<file path="config.mk">
export PLATFORM = sky130hd
export DESIGN_NAME = alu_flags
export DESIGN_NICKNAME = d
export VERILOG_FILES = /design/src/rtl/alu_flags.sv
export SDC_FILE = /design/constraint.sdc
export NUM_CORES = 1
export LEC_CHECK = 0
export BUFFER_PORTS_ARGS = -buffer_cell sky130_fd_sc_hd__buf_2
export CORE_ASPECT_RATIO = 1.2
export CORE_MARGIN = 3
export CORE_UTILIZATION = 40
export DETAILED_ROUTE_END_ITERATION = 16
export GPL_TIMING_DRIVEN = 0
export PLACE_DENSITY = 0.66
export SLEW_MARGIN = 10
export SYNTH_ARGS = -nofsm -noshare
export SYNTH_HDL_FRONTEND = slang
export SYNTH_SLANG_ARGS = --single-unit
</file>
<file path="constraint.sdc">
create_clock -name vclk -period 14.32
set_input_delay 2.148 -clock vclk [all_inputs]
set_output_delay 2.148 -clock vclk [all_outputs]
set_load 0.02 [all_outputs]
</file>
<file path="src/rtl/alu_flags.sv">
module alu_flags #(
  parameter int WIDTH = 32,
  parameter int PSW_W = 8
) (
  input  logic [WIDTH-1:0]   a_i,
  input  logic [WIDTH-1:0]   b_i,
  input  logic [2:0]         op_i,
  input  logic [1:0]         imm_size_i,
  input  logic [WIDTH/2-1:0] imm_hi_i,
  input  logic [WIDTH/2-1:0] imm_ext_i,
  input  logic [1:0]         dst_cls_i,
  input  logic [PSW_W-1:0]   psw_i,
  output logic [WIDTH-1:0]   result_o,
  output logic               wr_en_o,
  output logic [PSW_W-1:0]   psw_o
);
  localparam int MSB   = WIDTH - 1;
  localparam int HALF  = WIDTH / 2;
  localparam int QUART = WIDTH / 4;
  localparam int ZB = 0, NB = 1, CB = 2, VB = 3;

  localparam logic [2:0] OP_ADD = 3'd0, OP_ADDC = 3'd1, OP_SUB = 3'd2, OP_SUBB = 3'd3,
                         OP_CMP = 3'd4, OP_INC = 3'd5, OP_INC4 = 3'd6, OP_RSVD = 3'd7;
  localparam logic [1:0] DST_DATA = 2'd0, DST_ADDR = 2'd1, DST_SP = 2'd2, DST_RSVD = 2'd3;

  logic [MSB:0] imm_val, src, res;
  logic [WIDTH:0] wide;
  logic is_sub, cin, carry, ovf, valid, upd;

  always_comb begin
    case (imm_size_i)
      2'd1:    imm_val = {{(WIDTH-QUART){imm_hi_i[QUART-1]}}, imm_hi_i[QUART-1:0]};
      2'd2:    imm_val = {{HALF{imm_hi_i[HALF-1]}}, imm_hi_i};
      2'd3:    imm_val = {imm_hi_i, imm_ext_i};
      default: imm_val = b_i;
    endcase
  end

  always_comb begin
    case (op_i)
      OP_INC:  src = WIDTH'(1);
      OP_INC4: src = WIDTH'(4);
      default: src = imm_val;
    endcase
  end

  assign is_sub = (op_i == OP_SUB) || (op_i == OP_SUBB) || (op_i == OP_CMP);
  assign cin    = ((op_i == OP_ADDC) || (op_i == OP_SUBB)) && psw_i[CB];

  assign wide  = is_sub ? ({1'b0, a_i} - {1'b0, src} - (WIDTH+1)'(cin))
                        : ({1'b0, a_i} + {1'b0, src} + (WIDTH+1)'(cin));
  assign res   = wide[MSB:0];
  assign carry = wide[WIDTH];
  assign ovf   = is_sub ? ((a_i[MSB] != src[MSB]) && (res[MSB] != a_i[MSB]))
                        : ((a_i[MSB] == src[MSB]) && (res[MSB] != a_i[MSB]));

  assign valid = (op_i != OP_RSVD) && (dst_cls_i != DST_RSVD);
  assign upd   = valid && (dst_cls_i != DST_SP) && (op_i != OP_INC4) &&
                 !((op_i == OP_INC) && (dst_cls_i == DST_ADDR));

  assign result_o = valid ? res : '0;
  assign wr_en_o  = valid && (op_i != OP_CMP);

  always_comb begin
    psw_o = psw_i;
    if (upd) begin
      psw_o[ZB] = (res == '0);
      psw_o[NB] = res[MSB];
      psw_o[CB] = carry;
      psw_o[VB] = ovf;
    end
  end

  logic unused_dst;
  assign unused_dst = (dst_cls_i == DST_DATA) && (op_i == OP_ADD);
endmodule

</file>
; ---- After elaboration in Yosys (flattened, before gate mapping)
; Cells that the tools add are included.
[word_totals]
reg_bits = 0
inputBits = 111
word_cells = 42
[op_classes]
n_reduce_logical = 14
add_sub_neg = 4
n_mux = 6
n_eq_ne = 18
[ops]
columns = cell, count
row1 = $pmux 32 s3, 1
row2 = $pmux 32 s2, 1
row3 = $add 32x32->33, 1
row4 = $add 33x1->33, 1
row5 = $mux 33, 1
row6 = $sub 32x32->33, 1
row7 = $sub 33x1->33, 1
row8 = $logic_not 32->1, 1
row9 = $mux 32, 1
row10 = $eq 3x3->1 const B, 3
row11 = $logic_and 1x1->1, 9
row12 = $ne 3x3->1 const B, 3
row13 = $eq 3x2->1 const B, 2
row14 = $eq 2x1->1 const B, 2
row15 = $eq 2x2->1 const B, 2
row16 = $mux 4, 1
row17 = $ne 2x2->1 const B, 2
row18 = $eq 3x1->1 const B, 1
row19 = $logic_or 1x1->1, 3
row20 = $ne 1x1->1, 2
row21 = $eq 1x1->1, 1
row22 = $logic_not 1->1, 1
row23 = $mux 1, 1

; ---- Logic depth before layout (Yosys ltp)
; Gate-level depths: netlist of the first run.
[logic_depth]
word_depth = 10
depth_mapped = 22
depth_no_buf = 21

; ---- Least setup slack after synthesis of the first run
; Ideal clock, no wire load.
[synth_path]
path_type = input -> output
startpoint = in imm_size_i[0]
endpoint = out psw_o[0]
stages = 21
t_required_ps = 12172
t_arrival_ps = 6818
path_slack_ps = 5354
n_path_buf = 1
path_cell_list = clkbuf_1 and2_1 o31ai_1 nand2_1 a21o_1 fa_1 inv_1 ha_1 or2_2 fa_1 nand2b_1 a31o_1 a311o_1 o311a_1 or3_4 a31oi_4 xor2_1 nand2_1 o21ai_2 nand4b_1 o21ai_1
[synth_via]
elab_chain_len = 8
word_cells_on_any_way = 12
cone_classes = add/sub: 4 / eq/ne: 3 / mux: 4 / reduce/logical: 1
[synth_rtl]
columns = element, line_no
row1 = "start, declared", 8  ; input logic [1:0] imm_size_i,
row2 = $eq 2x2->1 or $eq 2x1->1 (tied branches), 31  ; case (imm_size_i)
row3 = $pmux 32 s3 (*), 31
row4 = $pmux 32 s2 (*), 40  ; case (op_i)
row5 = $add 32x32->33 or $sub 32x32->33 (tied branches), "51, 50"
row6 = $add 33x1->33 or $sub 33x1->33 (tied branches), "51, 50"
row7 = $mux 33 (*), 50  ; assign wide = is_sub ? ({1'b0, a_i} - {1'b0, src} - (WIDTH+1)'(cin))
row8 = $logic_not 32->1 (*), 67  ; psw_o[ZB] = (res == '0);
row9 = $mux 4 (*), 66  ; if (upd) begin
row10 = "end, declared", 15  ; output logic [PSW_W-1:0] psw_o
; Mark *: on every way between the ends. The rest lies on a longest branch, timed or not.

; ---- Final worst setup path of the first run
; Same ends and word-level chain as after synthesis.

==> results of run 1 <==
how the worst min path moves through the flow:
stage	cells after the start	end	slack, ns
after floorplan	1	psw_o[4]	4.41
after global placement	2	psw_o[4]	4.51
after detailed placement	2	psw_o[4]	4.51
after CTS	2	psw_o[4]	4.51
after global routing	2	psw_o[6]	4.52
final	2	psw_o[4]	4.51
worst max-delay path: cells and delay by family:
kind,cells,cell delay [ns]
compound gates,7,2.12
xor+xnor,1,0.28
fa+ha+maj,3,1.15
buf+inv,4,0.56
simple gates,8,1.64
cell families after synthesis:
| logic type | count (synthesis) |
|---|---|
| compound gates | 277 |
| xor+xnor | 58 |
| fa+ha+maj | 97 |
| buf+inv | 140 |
| mux | 33 |
| simple gates | 250 |
power by group through the flow:
stage	Clock, mW	Sequential, mW	Combinational (mW)
6_report	0	0	0.589
5_1_grt	0	0	0.650
4_1_cts	0	0	0.583
3_5_place_dp	0	0	0.580
3_3_place_gp	0	0	0.577
2_1_floorplan	0	0	0.427
layout make-up:
type,count,share of cell area
multi-input combinational,715,0.775
timing repair buffer,146,0.110
inverter,109,0.0616
tap,171,0.0322
buffer,31,0.0215
cells in the final DEF, fill, tap and decap left out, types with 7 or more instances in the layout:
master	synthesis	layout
sky130_fd_sc_hd__nand4_1	9	9
sky130_fd_sc_hd__inv_1	108	108
sky130_fd_sc_hd__nor3_1	13	13
sky130_fd_sc_hd__xnor2_1	42	42
sky130_fd_sc_hd__nand2b_1	11	11
sky130_fd_sc_hd__buf_2	3	149
sky130_fd_sc_hd__and3_1	8	8
sky130_fd_sc_hd__nor2b_1	23	23
sky130_fd_sc_hd__mux2i_1	28	28
sky130_fd_sc_hd__and2_1	20	20
sky130_fd_sc_hd__o21bai_1	7	7
sky130_fd_sc_hd__nand3_1	14	14
sky130_fd_sc_hd__o21ai_0	68	68
sky130_fd_sc_hd__o211ai_1	10	10
sky130_fd_sc_hd__a21o_1	15	15
sky130_fd_sc_hd__a21oi_1	80	80
sky130_fd_sc_hd__a211oi_1	29	29
sky130_fd_sc_hd__nor2_1	72	72
sky130_fd_sc_hd__a31oi_1	7	7
sky130_fd_sc_hd__o31ai_1	11	11
sky130_fd_sc_hd__clkbuf_1	19	19
sky130_fd_sc_hd__nand2_1	47	47
sky130_fd_sc_hd__ha_1	93	93
sky130_fd_sc_hd__xor2_1	16	16
sky130_fd_sc_hd__nor4_1	8	8
per-layer routing:
layer	track usage	wire length, um
met1	0.307	8450
met2	0.424	9420
met3	0.0150	986
met4	0.0307	277
met5	0	0
metrics by stage:
stage / utilization / cell area [um2] / hold WS, ns
6_report: 0.478 / 6640 / 4.51
5_1_grt: 0.478 / 6640 / 4.52
4_1_cts: 0.478 / 6640 / 4.51
3_5_place_dp: 0.478 / 6640 / 4.51
3_3_place_gp: 0.478 / 6640 / 4.51
2_1_floorplan: - / 5690 / 4.41
==> results.json, run 1 <==
{
  "outcome": "completed",
  "slew-limit-headroom": 0.474,
  "yosys-top-cells-area": "sky130_fd_sc_hd__ha_1 20%, sky130_fd_sc_hd__inv_1 7.1%, sky130_fd_sc_hd__a21oi_1 7.0%, sky130_fd_sc_hd__xnor2_1 6.5%, sky130_fd_sc_hd__o21ai_0 6.0%",
  "postRouteAntennaNets": 0,
  "worstMarginPinSlew_ns": 0.783,
  "drt-pass1-iter-count": 5,
  "final_cell_count_without_fillers": 1172,
  "placeableCoreArea_um2": 13900,
  "grt_setup_unrepaired": "no",
  "power.net_switching_mw": 0.361,
  "nClkBuffers": 0,
  "power_frac_comb": 1.000,
  "routedWlPerCell_um": 16.3,
  "finalWirelength_mm": 19.1,
  "die_h_um": 137,
  "grt_first_pass_wirelength_mm": 30.3,
  "leakagePower_nw": 3.22,
  "synth-adder-area-share": 0.218,
  "power.share.sequential": 0,
  "grt_antenna_before_repair": 0,
  "holdBufCountCts": 0,
  "synth-simple-area-share": 0.225,
  "netlist_top_cells_count": "108 x sky130_fd_sc_hd__inv_1, 93 x sky130_fd_sc_hd__ha_1, 80 x sky130_fd_sc_hd__a21oi_1, 72 x sky130_fd_sc_hd__nor2_1, 68 x sky130_fd_sc_hd__o21ai_0",
  "post_cts_resize_count": 0,
  "combinational_family_with_the_most_area_after_synthesis": "compound AO/OA/AOI/OAI gates",
  "critPathMaxStageDelay_ns": 0.67,
  "setup.worst_path.end_class": "output port",
  "n_sequential_cell": 0,
  "postSynthAreaPerCell_um2": 6.66,
  "power_mw": 0.589,
  "timing.setup.critical_path_class": "input pin to output port",
  "drtIter0Drc": 495,
  "cp_capture_point": "psw_o[0]",
  "start_util": 0.410,
  "yosys-mux-area-fraction": 0.0596,
  "placed_cells": 1172,
  "fraction_of_layout_instances_using_a_drive_strength_above_1": 0.170,
  "power.share.clock": 0,
  "p_int_mw": 0.228,
  "die-width_um": 115,
  "timing.setup.tns_ns": 0,
  "placementRows": 47,
  "fin_crit_sh": 0.704,
  "count_of_filler_cells_inserted_in_the_layout": 1525,
  "final_net_count": 1211,
  "worst_slack_ns": 4.24,
  "grt_util_all_layers": 0.233,
  "cp.required_ns": 12.17,
  "dp_slack_ns": 4.33,
  "place_hpwl_mm": 16.8,
  "synth_top_area_share": 0.204,
  "final.min_clock_period_ns": 10.08,
  "seq_area_um2": 0,
  "vdd_ir_drop_max_v": 0.0000269,
  "avgViaCountPerCell": 5.63,
  "num_antenna_cells": 0,
  "vias": 6595,
  "report.final.setup_viol": 0,
  "timing.final.max_slew_violations": 0,
  "yosys.area.top_type": "sky130_fd_sc_hd__ha_1",
  "syn_inst": 855,
  "first_global_vias": 6151,
  "synth-compound-area-share": 0.311,
  "postSynthNetCount": 1063,
  "area_growth_syn_to_layout_pct": 16.6,
  "globalplace.congestion": 0.981,
  "num_io_pins": 152,
  "grt_start_max_net_pins": 11,
  "crit_start": "imm_size_i[0]",
  "critPathArrivalTime_ns": 7.93,
  "globalRouteOverflowTotal": 0,
  "postCtsSetupBuffers": 0,
  "hold_path_startpoint": "psw_i[4]",
  "finalHoldViolCount": 0,
  "netlist_area_um2": 5690,
  "timing.critical_path.slowest_stage_cell": "sky130_fd_sc_hd__o31ai_1",
  "drc": 0,
  "synth.most_common_cell": "sky130_fd_sc_hd__inv_1",
  "setup.worst_path.start_class": "input pin",
  "holdCritPathClass": "input pin to output port",
  "port-buffer-count": 146,
  "synth.yosys.warnings": 0,
  "timing.critical_path.cells": "buf_2, clkbuf_1, and2_1, o31ai_1, nand2_1, a21o_1, fa_1, inv_1, ha_1, or2_2, fa_1, nand2b_1, a31o_1, a311o_1, or2_1, a21oi_1, xor2_1, o2111a_1, nand4_1, nor4_1, nand4_1, o21ai_1, buf_2",
  "die_area_um2": 15700,
  "worst-path-max-fanout": 10,
  "sequential_element_share_of_the_synthesized_area": 0,
  "power.density_nw_per_um2": 88.7,
  "switching_share": 0.613,
  "synth_cell_type_count": 73,
  "area_used_by_multi_input_combinational_logic_um2": 5140,
  "synth_xor_area_frac": 0.0892,
  "max_clock_freq_mhz": 99.2,
  "max_capacitance_violation_count": 0
}
No activity file was read; power rests on OpenSTA's default activity.
==> run 2, diff against run 1 <==
Settings changed: PLACE_DENSITY 0.66 to 0.69.
Clock period 14.32 ns to 8.1 ns, I/O delays scaled along.
==> results.json, run 2 (synthesis gave the netlist of run 1 again) <==
{
  "nClkBuffers": 0,
  "routedWlPerCell_um": 16.4,
  "placeableCoreArea_um2": 13900,
  "timing.critical_path.cells": "buf_2, clkbuf_2, and2_1, o31ai_4, nand2_1, a21o_1, fa_1, inv_1, ha_1, or2_2, fa_1, nand2b_1, a31o_1, a311o_1, o311a_1, or3_4, xnor2_1, mux2i_1, nor4_2, nand4_1, o21ai_1, buf_2",
  "place_hpwl_mm": 16.7,
  "port-buffer-count": 146,
  "holdCritPathClass": "input pin to output port",
  "grt_setup_unrepaired": "no",
  "critPathArrivalTime_ns": 6.59,
  "num_antenna_cells": 0,
  "globalplace.congestion": 0.950,
  "die-width_um": 115,
  "area_growth_syn_to_layout_pct": 17.3,
  "setup.worst_path.end_class": "output port",
  "num_io_pins": 152,
  "timing.critical_path.slowest_stage_cell": "sky130_fd_sc_hd__fa_1",
  "leakagePower_nw": 3.24,
  "mostFrequentLayoutCell": "sky130_fd_sc_hd__buf_2",
  "timing.setup.critical_path_class": "input pin to output port",
  "holdBufCountCts": 0,
  "final_cell_count_without_fillers": 1173,
  "max_clock_freq_mhz": 128,
  "drtIter0Drc": 446,
  "slew-limit-headroom": 0.520,
  "die_h_um": 137,
  "placedInstanceArea_um2": 6640,
  "fin_crit_sh": 0.964,
  "most-common-layout-cells": "149 x sky130_fd_sc_hd__buf_2, 108 x sky130_fd_sc_hd__inv_1, 93 x sky130_fd_sc_hd__ha_1",
  "postRouteAntennaNets": 0,
  "stdcell_area_um2": 6680,
  "placementRows": 47,
  "critPathMaxStageDelay_ns": 0.58,
  "power.density_nw_per_um2": 157,
  "area_used_by_multi_input_combinational_logic_um2": 5170,
  "grt_util_all_layers": 0.230,
  "final_net_count": 1212,
  "worst-path-max-fanout": 10,
  "drt-pass1-iter-count": 5,
  "cp_capture_point": "psw_o[0]",
  "max_capacitance_violation_count": 0,
  "first_global_vias": 6080,
  "placed_cells": 1172,
  "crit_start": "imm_size_i[0]",
  "timing.final.max_slew_violations": 0,
  "timing.setup.tns_ns": 0,
  "worstMarginPinSlew_ns": 0.708,
  "grt_start_max_net_pins": 11,
  "drc": 0,
  "n_sequential_cell": 0,
  "grt_antenna_before_repair": 0,
  "start_util": 0.410,
  "avgViaCountPerCell": 5.61,
  "final.min_clock_period_ns": 7.81,
  "vias": 6580,
  "globalRouteOverflowTotal": 0,
  "seq_area_um2": 0,
  "finalWirelength_mm": 19.2,
  "setup.worst_path.start_class": "input pin",
  "die_area_um2": 15700,
  "fraction_of_layout_instances_using_a_drive_strength_above_1": 0.177,
  "cp.required_ns": 6.88,
  "outcome": "completed",
  "vdd_ir_drop_max_v": 0.0000417,
  "finalHoldViolCount": 0,
  "count_of_filler_cells_inserted_in_the_layout": 1514,
  "report.final.setup_viol": 0,
  "grt_first_pass_wirelength_mm": 29.8
}
==> run 2: repair_timing <==
| action | in CTS | in global routing |
|---|---|---|
| endpoints found under the setup margin | 1 | 2 |
| pin swaps | 0 | 1 |
| buffers inserted | 0 | 1 |
| resized for setup | 1 | 8 |
==> run 2: power by group <==
part           switching, mW  leakage, nW  total (mW)  internal [mW]
Sequential                 0            0           0              0
Combinational          0.644         3.24        1.05          0.408
Clock                      0            0           0              0
==> run 2: worst min path at each step <==
stage                     startpoint        to  slack (ns)  cells past startpoint
after floorplan             psw_i[4]  psw_o[4]        2.54                      1
after global placement      psw_i[7]  psw_o[7]        2.65                      2
after detailed placement    psw_i[4]  psw_o[4]        2.65                      2
after CTS                   psw_i[7]  psw_o[7]        2.65                      2
after global routing        psw_i[5]  psw_o[5]        2.65                      2
final                       psw_i[4]  psw_o[4]        2.65                      2
==> run 2: final cells by class <==
type                            instances  share of cell area
Inverter                              109              0.0612
Tap cell                              171              0.0320
Multi-Input combinational cell        715               0.774
Buffer                                 31              0.0217
Timing Repair Buffer                  147               0.111
==> run 2: worst max-delay path: cells and delay by family <==
kind	cells	cell delay, ns
fa+ha+maj	3	1.15
buf+inv	4	0.55
simple gates	7	1.54
compound gates	6	1.82
mux	1	0.15
xor+xnor	1	0.15
==> run 2: layer usage <==
metal / vias to the layer above / routed length (um) / track usage
li1: 3329 / - / -
met5: - / 0 / 0
met3: 32 / 1280 / 0.0257
met2: 258 / 9210 / 0.413
met1: 2961 / 8350 / 0.297
met4: 0 / 376 / 0.0404
==> run 2: through the flow <==
stage	worst slack, ns	util	hold WS [ns]	total power, mW
3_3_place_gp	-0.114	0.478	2.65	1.02
5_1_grt	0.0329	0.481	2.65	1.15
3_5_place_dp	-0.122	0.478	2.65	1.02
2_1_floorplan	1.00	-	2.54	0.755
4_1_cts	0.0749	0.479	2.65	1.03
6_report	0.293	0.481	2.65	1.05
==> run 3, diff against run 2 <==
Clock period 8.1 ns to 7.1 ns, I/O delays scaled along.
==> results.json, run 3 (synthesis gave the netlist of run 1 again) <==
{
  "outcome": "finished with violations",
  "failed_checks": "negative setup slack",
  "finalHoldViolCount": 0,
  "vias": 6631,
  "holdBufCountCts": 0,
  "num_antenna_cells": 0,
  "avgViaCountPerCell": 5.60,
  "num_io_pins": 152,
  "nClkBuffers": 0,
  "drt-pass1-iter-count": 5,
  "critical_path_buf_inv_count": 5,
  "area_growth_syn_to_layout_pct": 20.7,
  "finalWirelength_mm": 19.4,
  "fin_hold_ws_ns": 2.35,
  "postRouteAntennaNets": 0,
  "final_cell_count_without_fillers": 1184,
  "first_global_vias": 6133,
  "worst_slack_ns": -0.0774,
  "cp.required_ns": 6.03,
  "n_sequential_cell": 0,
  "slew-limit-headroom": 0.474,
  "timing.final.max_slew_violations": 0,
  "critPathMaxStageDelay_ns": 0.59,
  "grt_util_all_layers": 0.232,
  "globalRouteOverflowTotal": 0,
  "routedWlPerCell_um": 16.4,
  "timing.critical_path.cells": "buf_8, buf_8, and2_4, o31ai_4, nand2_1, a21o_1, fa_2, inv_2, ha_4, or2_4, fa_2, nand2b_4, a31o_4, buf_6, a221oi_4, xor2_1, o211ai_1, nor4b_2, and4_1, nand4_1, nor4_2, nand4_1, o21ai_1, buf_4",
  "hold_path_end": "psw_o[4]",
  "placementRows": 47,
  "die_area_um2": 15700,
  "seq_area_um2": 0,
  "grt_antenna_before_repair": 0,
  "worst-path-max-fanout": 5,
  "max_capacitance_violation_count": 0,
  "mostFrequentLayoutCell": "sky130_fd_sc_hd__buf_2",
  "critPathArrivalTime_ns": 6.11,
  "power_mw": 1.24,
  "timing.critical_path.slowest_stage_cell": "sky130_fd_sc_hd__fa_2",
  "final_net_count": 1223,
  "placeableCoreArea_um2": 13900,
  "fin_crit_sh": 1.01,
  "cp_top_family": "simple AND/OR/NAND/NOR gates",
  "place_hpwl_mm": 16.7,
  "leakagePower_nw": 3.32,
  "grt_first_pass_wirelength_mm": 30.1,
  "count_of_filler_cells_inserted_in_the_layout": 1486,
  "grt_setup_unrepaired": "yes",
  "fraction_of_layout_instances_using_a_drive_strength_above_1": 0.201,
  "hold_path_startpoint": "psw_i[4]",
  "most-common-layout-cells": "147 x sky130_fd_sc_hd__buf_2, 107 x sky130_fd_sc_hd__inv_1, 92 x sky130_fd_sc_hd__ha_1",
  "globalplace.congestion": 0.950,
  "holdCritPathClass": "input pin to output port",
  "setup.worst_path.start_class": "input pin",
  "start_util": 0.410,
  "setup.worst_path.end_class": "output port",
  "worstMarginPinSlew_ns": 0.769,
  "drtIter0Drc": 440,
  "final.min_clock_period_ns": 7.18,
  "grt_start_max_net_pins": 11,
  "vdd_ir_drop_max_v": 0.0000476,
  "timing.setup.critical_path_class": "input pin to output port",
  "report.final.setup_viol": 1,
  "drc": 0,
  "die-width_um": 115,
  "port-buffer-count": 146,
  "hold-path-cell-count": 2,
  "die_h_um": 137,
  "placed_cells": 1172,
  "power.density_nw_per_um2": 181,
  "max_clock_freq_mhz": 139
}
## run 3: cell count changes in the layout (fill, tap and decap cells not counted), moves of 2 or more
cell                       change
sky130_fd_sc_hd__buf_4        +11
sky130_fd_sc_hd__a211oi_1      -5
sky130_fd_sc_hd__a211oi_2      +5
sky130_fd_sc_hd__buf_1         -2
sky130_fd_sc_hd__buf_2         -2
sky130_fd_sc_hd__buf_8         +2
sky130_fd_sc_hd__clkbuf_2      +2
sky130_fd_sc_hd__fa_1          -2
sky130_fd_sc_hd__fa_2          +2
## run 3: area by class of cell
type,instances,area (um2),share of cell area
multi-input cells,715,5250,0.764
repair buffers,158,837,0.122
inverters,109,409,0.0595
well taps,171,214,0.0311
plain buffers,31,159,0.0231
## run 3: repair_timing
item | 4_1_cts | 5_1_grt
buffers inserted | 5 | 7
setup endpoints to repair | 13 | 8
resized for setup | 16 | 19
gates cloned | 0 | 0
pin swaps | 14 | 16
## run 3: report_power, final
group          leakage [nW]  total [mW]  switching, mW  internal (mW)
logic                  3.32        1.24          0.748          0.496
registers                 0           0              0              0
clock network             0           0              0              0
## run 3: per-stage QoR
step                utilization  TNS (ns)  setup WS [ns]  area [um2]
floorplan                     -         0          0.300        5690
global placement          0.478     -3.41         -0.814        6640
detailed placement        0.478     -3.39         -0.822        6640
CTS                       0.487         0        0.00675        6760
global route              0.495    -0.329         -0.329        6870
finish                    0.495   -0.0774        -0.0774        6870
## run 3: metal layers
layer | GRT usage | vias to the layer above | wire [um]
met5 | 0 | - | 0
met4 | 0.0346 | 0 | 327
met3 | 0.0199 | 26 | 1260
met2 | 0.419 | 269 | 9460
met1 | 0.304 | 2983 | 8350
li1 | - | 3353 | -
## run 3: how the worst max path moves through the flow
stage                           to  cells after the start  slack [ns]          start
after global placement    psw_o[0]                     23       -0.81  imm_size_i[0]
after global routing      psw_o[0]                     24       -0.33  imm_size_i[0]
final                     psw_o[0]                     24       -0.08  imm_size_i[0]
after detailed placement  psw_o[0]                     23       -0.82  imm_size_i[0]
after floorplan           psw_o[0]                     21        0.30  imm_size_i[0]
after CTS                 psw_o[0]                     20       0.007  imm_size_i[0]
